[config.mk]
export PLATFORM = sky130hd
export DESIGN_NAME = gpio_rf_regfile
export DESIGN_NICKNAME = d
export VERILOG_FILES = /design/src/rtl/gpio_rf_pkg.sv /design/src/rtl/gpio_rf_decode.sv /design/src/rtl/gpio_rf_alias_upd.sv /design/src/rtl/gpio_rf_regfile.sv
export SDC_FILE = /design/constraint.sdc
export NUM_CORES = 1
export LEC_CHECK = 0
export ABC_AREA = 1
export BUFFER_PORTS_ARGS = -buffer_cell sky130_fd_sc_hd__buf_2
export CAP_MARGIN = 10
export CORE_MARGIN = 2
export CORE_UTILIZATION = 45
export CTS_CLUSTER_DIAMETER = 100
export CTS_CLUSTER_SIZE = 25
export DETAILED_ROUTE_END_ITERATION = 10
export GPL_TIMING_DRIVEN = 0
export PLACE_DENSITY = 0.79
export REMOVE_ABC_BUFFERS = 1
export SLEW_MARGIN = 10
export SYNTH_ARGS = -nofsm -noshare
export SYNTH_HDL_FRONTEND = slang
export SYNTH_SLANG_ARGS = --single-unit
export TNS_END_PERCENT = 5
[constraint.sdc]
create_clock -name clk -period 2.1 [get_ports clk]
set_clock_uncertainty 0.15 [all_clocks]
set_input_delay 0.105 -clock clk [delete_from_list [all_inputs] [get_ports clk]]
set_output_delay 0.105 -clock clk [all_outputs]
set_load 0.05 [all_outputs]
[src/rtl/gpio_rf_pkg.sv]
// Shared types and constants for the GPIO register bank.
// Assumes one 16-bit register per 4-byte word slot.
package gpio_rf_pkg;
    localparam int DW        = 16;
    localparam int NUM_REGS  = 8;
    localparam int NUM_SLOTS = 17;
    localparam int GRP_SLOTS = 12;   // slots carrying alias groups
    localparam logic [1:0] SIZE_HALF = 2'b01;

    typedef enum logic [1:0] {
        OP_WRITE = 2'd0,
        OP_CLR   = 2'd1,
        OP_SET   = 2'd2,
        OP_TGL   = 2'd3
    } alias_op_e;

    typedef enum logic [2:0] {
        SEL_DATA  = 3'd0,
        SEL_MASKA = 3'd1,
        SEL_MASKB = 3'd2,
        SEL_DIR   = 3'd3,
        SEL_POLAR = 3'd4,
        SEL_EDGE  = 3'd5,
        SEL_BOTH  = 3'd6,
        SEL_INEN  = 3'd7
    } reg_sel_e;
endpackage

[src/rtl/gpio_rf_decode.sv]
// Address decoder: maps a byte offset and access size to a register
// select and an alias operation, and flags invalid requests.
// Assumes AW >= 7 so that the whole map fits.
module gpio_rf_decode
    import gpio_rf_pkg::*;
#(
    parameter int AW = 7
) (
    input  logic [AW-1:0] addr,
    input  logic [1:0]    size,
    output logic          ok,
    output reg_sel_e      sel,
    output alias_op_e     op
);
    localparam int SW = AW - 2;

    logic [SW-1:0] slot;
    assign slot = addr[AW-1:2];

    // Validity: word aligned, inside the map, 16-bit access.
    always_comb begin
        ok = (addr[1:0] == 2'b00) && (int'(slot) < NUM_SLOTS) && (size == SIZE_HALF);
    end

    // Slot to register/operation: groups of four, then plain registers.
    always_comb begin
        if (int'(slot) < GRP_SLOTS) begin
            sel = reg_sel_e'(slot[3:2]);
            op  = alias_op_e'(slot[1:0]);
        end else begin
            sel = reg_sel_e'(3'(slot - SW'(GRP_SLOTS - 3)));
            op  = OP_WRITE;
        end
    end
endmodule

[src/rtl/gpio_rf_alias_upd.sv]
// Per-register write unit: computes the next value for a plain,
// clear, set or toggle write and the mask of bits the write touches.
// Assumes hit is low when no valid write targets this register.
module gpio_rf_alias_upd
    import gpio_rf_pkg::*;
#(
    parameter int W = 16
) (
    input  logic [W-1:0] cur,
    input  logic [W-1:0] wdata,
    input  alias_op_e    op,
    input  logic         hit,
    output logic [W-1:0] nxt,
    output logic [W-1:0] touch
);
    // Apply the alias operation when this register is hit.
    always_comb begin
        nxt   = cur;
        touch = '0;
        if (hit) begin
            unique case (op)
                OP_WRITE: begin nxt = wdata;        touch = '1;    end
                OP_CLR:   begin nxt = cur & ~wdata; touch = wdata; end
                OP_SET:   begin nxt = cur | wdata;  touch = wdata; end
                OP_TGL:   begin nxt = cur ^ wdata;  touch = wdata; end
                default:  begin nxt = cur;          touch = '0;    end
            endcase
        end
    end
endmodule

[src/rtl/gpio_rf_regfile.sv]
// GPIO port register bank: eight registers behind a 17-slot map, with
// clear/set/toggle aliases on data and both masks, pin sampling into
// data, and registered read data and error flag.
// Assumes bus inputs are synchronous to clk; reset is synchronous, active low.
module gpio_rf_regfile
    import gpio_rf_pkg::*;
#(
    parameter int AW = 7,
    parameter int W  = DW
) (
    input  logic          clk,
    input  logic          rst_n,
    input  logic          bus_sel,
    input  logic          bus_wr,
    input  logic [AW-1:0] bus_addr,
    input  logic [1:0]    bus_size,
    input  logic [W-1:0]  bus_wdata,
    output logic [W-1:0]  bus_rdata,
    output logic          bus_err,
    input  logic          pin_we,
    input  logic [W-1:0]  pin_in,
    output logic [W-1:0]  data_q,
    output logic [W-1:0]  maska_q,
    output logic [W-1:0]  maskb_q,
    output logic [W-1:0]  dir_q,
    output logic [W-1:0]  polar_q,
    output logic [W-1:0]  edge_q,
    output logic [W-1:0]  both_q,
    output logic [W-1:0]  inen_q
);
    logic      dec_ok;
    reg_sel_e  dec_sel;
    alias_op_e dec_op;
    logic      wr_go;

    logic [W-1:0] regs_q [NUM_REGS];
    logic [W-1:0] regs_d [NUM_REGS];
    logic [W-1:0] upd_nxt [NUM_REGS];
    logic [W-1:0] upd_touch [NUM_REGS];
    logic [W-1:0] pin_en;

    gpio_rf_decode #(.AW(AW)) i_decode (
        .addr (bus_addr),
        .size (bus_size),
        .ok   (dec_ok),
        .sel  (dec_sel),
        .op   (dec_op)
    );

    assign wr_go  = bus_sel && bus_wr && dec_ok;
    assign pin_en = pin_we ? (regs_q[SEL_DIR] & regs_q[SEL_INEN]) : '0;

    for (genvar g = 0; g < NUM_REGS; g++) begin : g_reg
        logic hit;
        assign hit = wr_go && (dec_sel == reg_sel_e'(g));

        gpio_rf_alias_upd #(.W(W)) i_upd (
            .cur   (regs_q[g]),
            .wdata (bus_wdata),
            .op    (dec_op),
            .hit   (hit),
            .nxt   (upd_nxt[g]),
            .touch (upd_touch[g])
        );

        if (g == int'(SEL_DATA)) begin : g_pin_merge
            // Data: bus wins on touched bits, pins fill the other enabled bits.
            always_comb begin
                regs_d[g] = (upd_nxt[g] & upd_touch[g])
                          | (pin_in & pin_en & ~upd_touch[g])
                          | (regs_q[g] & ~upd_touch[g] & ~pin_en);
            end
        end else begin : g_plain
            // Other registers take the write unit result directly.
            always_comb begin
                regs_d[g] = upd_nxt[g];
            end
        end
    end

    // Register state update with synchronous reset.
    always_ff @(posedge clk) begin
        for (int i = 0; i < NUM_REGS; i++) begin
            regs_q[i] <= rst_n ? regs_d[i] : '0;
        end
    end

    // Registered read data and error flag for last cycle's request.
    always_ff @(posedge clk) begin
        if (!rst_n) begin
            bus_rdata <= '0;
            bus_err   <= 1'b0;
        end else begin
            bus_err   <= bus_sel && !dec_ok;
            bus_rdata <= (bus_sel && !bus_wr && dec_ok) ? regs_q[dec_sel] : '0;
        end
    end

    assign data_q  = regs_q[SEL_DATA];
    assign maska_q = regs_q[SEL_MASKA];
    assign maskb_q = regs_q[SEL_MASKB];
    assign dir_q   = regs_q[SEL_DIR];
    assign polar_q = regs_q[SEL_POLAR];
    assign edge_q  = regs_q[SEL_EDGE];
    assign both_q  = regs_q[SEL_BOTH];
    assign inen_q  = regs_q[SEL_INEN];
endmodule

== Word-level counts from Yosys, hierarchy flattened ==
Memories as Yosys holds them, arrays and structs flattened. A register that Yosys moved wholly into a read port is not among the register bits.
Index checks and enable logic that the tools add are counted.
Cells by class
  $add $sub $neg: 1
  $lt $le $gt $ge: 2
  eq/ne operators: 11
  mux-type cells: 29
  bitwise operators: 35
  reduce and logical (&&, ||, !) cells: 23
Operators by type and width (number)
  16-bit case mux with 4 select lines: 8
  16-bit 2-to-1 mux: 18
  16-bit bitwise AND: 14
  16-bit OR: 10
  16-bit bitwise XOR: 8
  16-bit NOT: 3
  16-bit case mux with 2 select lines: 1
  1-bit logical AND: 15
  3-bit equality test, second input constant: 4
  3-bit by 2-bit equality test with 1-bit output, second input constant: 2
  5-bit by 4-bit less-than comparator with 1-bit output, second input constant: 1
  5-bit less-than comparator, second input constant: 1
  2-bit by 1-bit equality test with 1-bit output, second input constant: 2
  2-bit equality test, second input constant: 2
  2-bit logical NOT: 2
  3-bit by 1-bit equality test with 1-bit output, second input constant: 1
  1-bit logical NOT: 3
  3-bit logical NOT: 1
  3-bit 2-to-1 mux: 1
  3-bit OR reduction: 1
  3-bit by 1-bit subtractor with 3-bit output, second input constant: 1
  2-bit 2-to-1 mux: 1
  2-bit AND reduction: 1
Storage, ports and cells
  bits in registers: 1
  bits in writable memories: 128
  bits of input ports: 46
  output and inout port bits: 145
  word-level logic and storage cells: 103
  memories kept: 1
Memories
  regs_q: words 8, width 16, read ports 9, clocked after Yosys merged registers in 1, write ports 8, line gpio_rf_regfile.sv:36  | logic [W-1:0] regs_q [NUM_REGS];

== Longest topological paths before layout ==
  depth in word-level cells: 11
  depth in mapped cells: 14
  gate-level depth less buffers: 12

== Cells and area by module ==
From an unflattened synthesis, not the netlist that was laid out.
Second synthesis, totals
  cells, all modules: 2830
  area total of the unflattened synthesis: 16743.6 sq um
By module, submodules not included
  gpio_rf_alias_upd at g_reg[2].i_upd ...: instances 6, cells each 246, area each 1353.8 sq um, seq. area each 0.0 sq um
  gpio_rf_regfile: instances 1, cells each 840, area each 5805.6 sq um, seq. area each 2902.8 sq um
  gpio_rf_alias_upd at g_reg[0].i_upd ...: instances 2, cells each 246, area each 1352.5 sq um, seq. area each 0.0 sq um
  gpio_rf_decode: instances 1, cells each 22, area each 110.1 sq um, seq. area each 0.0 sq um

== Worst setup path before layout ==
OpenSTA, ideal clock, no wires.
  path kind: input port to flip-flop
  from: input port bus_addr[2]
  to: memory regs_q[3][11]
  library setup time: 116 ps
  arrival time: 1642 ps
  required time: 1834 ps
  slack: 192 ps
  cell stages on the path: 12
  path buffers: 2
  cells stage by stage: buf_4 -> inv_2 -> ha_1 -> nand2_1 -> nand2_2 -> nor2_4 -> inv_2 -> nor2_4 -> inv_2 -> buf_6 -> nor2_1 -> nor2_1
RTL lines
  start: declaration: line gpio_rf_regfile.sv:15  | input logic [AW-1:0] bus_addr,
  end: declaration: line gpio_rf_regfile.sv:36

== Worst setup path in the final report ==
  from: input port bus_addr[2]
  to: register bus_rdata[14] (read register of regs_q)
On the way
  longest elaborated chain between the ends: 6
  elaborated cells between the ends (all ways): 9
  those cells by class: add/sub: 1; order compare: 2; mux: 1; reduce/logical: 5
Ends and longest elaborated chain
  5-bit less-than comparator: line gpio_rf_decode.sv:22  | ok = (addr[1:0] == 2'b00) && (int'(slot) < NUM_SLOTS) && (size == SIZE_HALF);
  1-bit logical AND (2 in a row): line gpio_rf_decode.sv:22
  1-bit logical AND: line gpio_rf_regfile.sv:95  | bus_rdata <= (bus_sel && !bus_wr && dec_ok) ? regs_q[dec_sel] : '0;
  2-bit AND reduction (no source line)
  1-bit logical NOT (no source line)
  end: declaration: line gpio_rf_regfile.sv:18  | output logic [W-1:0] bus_rdata,
Several ways; a longest one is shown, not always the timed one.
A chain may end at the register's enable or synchronous reset.

==> results.cfg <==
[status]
status = completed

[floorplan]
io_pins = 191
fp.dieH_um = 149
core_area_sq_um = 20900
fp.dieW_um = 149
rows = 53
dieArea_sq_um = 22300
initial_core_util_pct = 45.5

[critical_path]
critPathLaunchType = primary input
crit_type = in -> reg
cp.buffers_inverters = 4
cp_slowest_cell = ha_1
required_ps = 2260
r2r-start = regs_q[1][1]
cp_max_fo = 18
startpoint = bus_addr[2]
worstSetupEndpointType = register
r2r_end = regs_q[1][1]
crit_arrival_ps = 2210
reg2reg_depth = 6
cp_top_family = simple AND/OR/NAND/NOR gates
cp.depth = 12
ff2ff_setup_slack_ps = 570
critPathCapture = bus_rdata[14]
crit_path_max_incr_delay_ps = 370
path_cells = buf_6 > inv_2 > ha_1 > nand2_1 > nand2_4 > nand2_4 > clkinvlp_4 > buf_12 > nand2_1 > o211ai_1 > nor2_1 > nor2_1

[logic_synthesis]
synth_cell_type_count = 26
synthCells = 1491
yosys_warnings = 0
avgSynthCellArea_sq_um = 6.38
syn_area_sq_um = 9510
ys_seq_elements = 145
yosysSeqAreaShare_pct = 30.5

[cells_and_area]
final_util_pct = 57.6
final_common_cell = nand2_1
drive_above_1_share_pct = 17.1
antenna_cells = 0
final_cell_mix = 461 x nand2_1, 205 x inv_1, 188 x buf_2, 145 x dfxtp_1, 116 x o21ai_0
area_growth_pct = 26.5
design_area_sq_um = 12000
nNetsFinal = 1837

[place]
place_ws_ps = -1790
portBuffers = 190
placed_area_sq_um = 10600
gp_congestion = 0.890
hpwl_um = 22600

[clocking]
tritoncts = built
insertion_delay_ps = 430
htree_levels = 4
cts_buffer_depth = 2
cts_root_buf = clkbuf_16
cts_inserted_buffers = 17
clkSinkCount = 145
path_clk_slew_ps = 70

[global_route]
grt.total_usage_pct = 30.5
grt_max_degree = 84
first_global_vias = 9817
grt_overflow = 0
antenna_found_initial = 0
grt_first_pass_wirelength_um = 52800

[timing]
relSlewSlack_pct = 43.8
tightest_slew_ps = 842
finalCriticalPeriod_ps = 2050
fmax_mhz = 488
grt_setup_unrepaired = false
setup_viol = 0
tns_ps = 0
setup_slack_ps = 52.2
hold_viol = 0
fin_crit_sh_pct = 97.5
report.final.slew_viol_count = 0

[run]
maxCapViolCount = 0

[routing]
post_drt_via_cell_ratio = 5.48
antenna_left = 0
drc = 0
drtPass1Iterations = 7
dr.first_iter.drc_count = 1228
vias = 10900
routed_wl_um = 34900
wl_per_cell_um = 17.6

[worst_hold_path]
hp-class = in -> reg

[power]
powerDensity_nw_per_um2 = 610
ir_drop_v = 0.000539
finalPower_mw = 7.34
leakagePower_nw = 6.05
[cells by family (layout without fill, tap and decap cells)]
group           count (synthesis)  in the layout  share of synthesized area (%)
buf+inv                       286            501                           12.1
compound gates                219            220                           12.0
flops                         145            145                           30.5
fa+ha+maj                      97             97                           12.8
simple gates                  744            744                           32.6
[worst reg2reg max path: stages, from the launching register on]
cell     delay (ps)
dfxtp_1         400
inv_1            80
ha_1            280
nand2_1          80
nand3_1          90
nor3_1          250
nor2_1           90
[final cells by class]
cell class / count / area (sq um)
Fill cell: 1877 / 8860
Inverter: 219 / 850
Clock inverter: 13 / 255
Clock buffer: 19 / 443
Sequential cell: 145 / 2900
Tap cell: 275 / 344
Timing Repair inverter: 1 / 7.51
Timing Repair Buffer: 249 / 1640
Multi-Input combinational cell: 1061 / 5590
[power by group]
| part | switching (mW) | total [mW] | internal [mW] |
|---|---|---|---|
| clock network | 1.29 | 3.67 | 2.39 |
| logic | 0.641 | 0.908 | 0.267 |
| registers | 0.00382 | 2.76 | 2.75 |
[worst min path at each step]
stage	from	end	slack [ps]	depth (start not counted)
after detailed placement	bus_sel	bus_err	220	3
after global routing	rst_n	regs_q[2][10]	10	4
after floorplan	bus_sel	bus_err	80	2
after global placement	bus_sel	bus_err	210	3
after CTS	rst_n	regs_q[7][10]	6	4
final	rst_n	regs_q[2][14]	10	4
[synthesized netlist by cell type]
master / number / area share (%)
buf_4: 9 / 0.71
a21oi_1: 93 / 4.9
inv_1: 206 / 8.1
nand2_4: 3 / 0.36
nand3_1: 92 / 4.8
nand4_2: 1 / 0.13
o211ai_1: 8 / 0.63
nor3_1: 62 / 3.3
nand2_1: 463 / 18
nor2_1: 105 / 4.1
ha_1: 97 / 13
nor2_4: 4 / 0.47
buf_1: 1 / 0.039
nor2_2: 5 / 0.33
o21ai_4: 1 / 0.17
nand2_2: 7 / 0.46
clkbuf_1: 27 / 1.1
nand3_2: 1 / 0.11
a21oi_4: 1 / 0.17
dfxtp_1: 145 / 31
nor4_4: 1 / 0.22
buf_2: 29 / 1.5
clkinv_1: 1 / 0.039
buf_6: 1 / 0.12
o21ai_0: 116 / 6.1
inv_2: 12 / 0.47
[through the flow]
step,hold slack [ps],instances
floorplan,77.7,1424
global placement,209,1889
detailed placement,218,1895
CTS,6.26,1975
global route,11.0,1982
finish,11.3,1982
[repair_timing]
item | CTS | global route
endpoints found under the hold margin | 49 | 0
pin swaps | 7 | 2
buffers inserted | 11 | 7
gates resized for setup | 23 | 10
gates cloned | 2 | 0
setup endpoints to repair | 144 | 104
hold buffers | 35 | 0
[state kept, by name (all words and copies together) (netlist names)]
signal,flops
bus_err,1
bus_rdata,16
regs_q,128
[per-layer routing]
metal,share of wire (%),vias up,GRT usage (%)
li1,-,5084,-
met1,38,4942,38.8
met2,46,708,49.0
met3,12,125,6.73
met4,4.3,0,14.4
met5,0,-,0
Power figures use the tool's default switching activity.
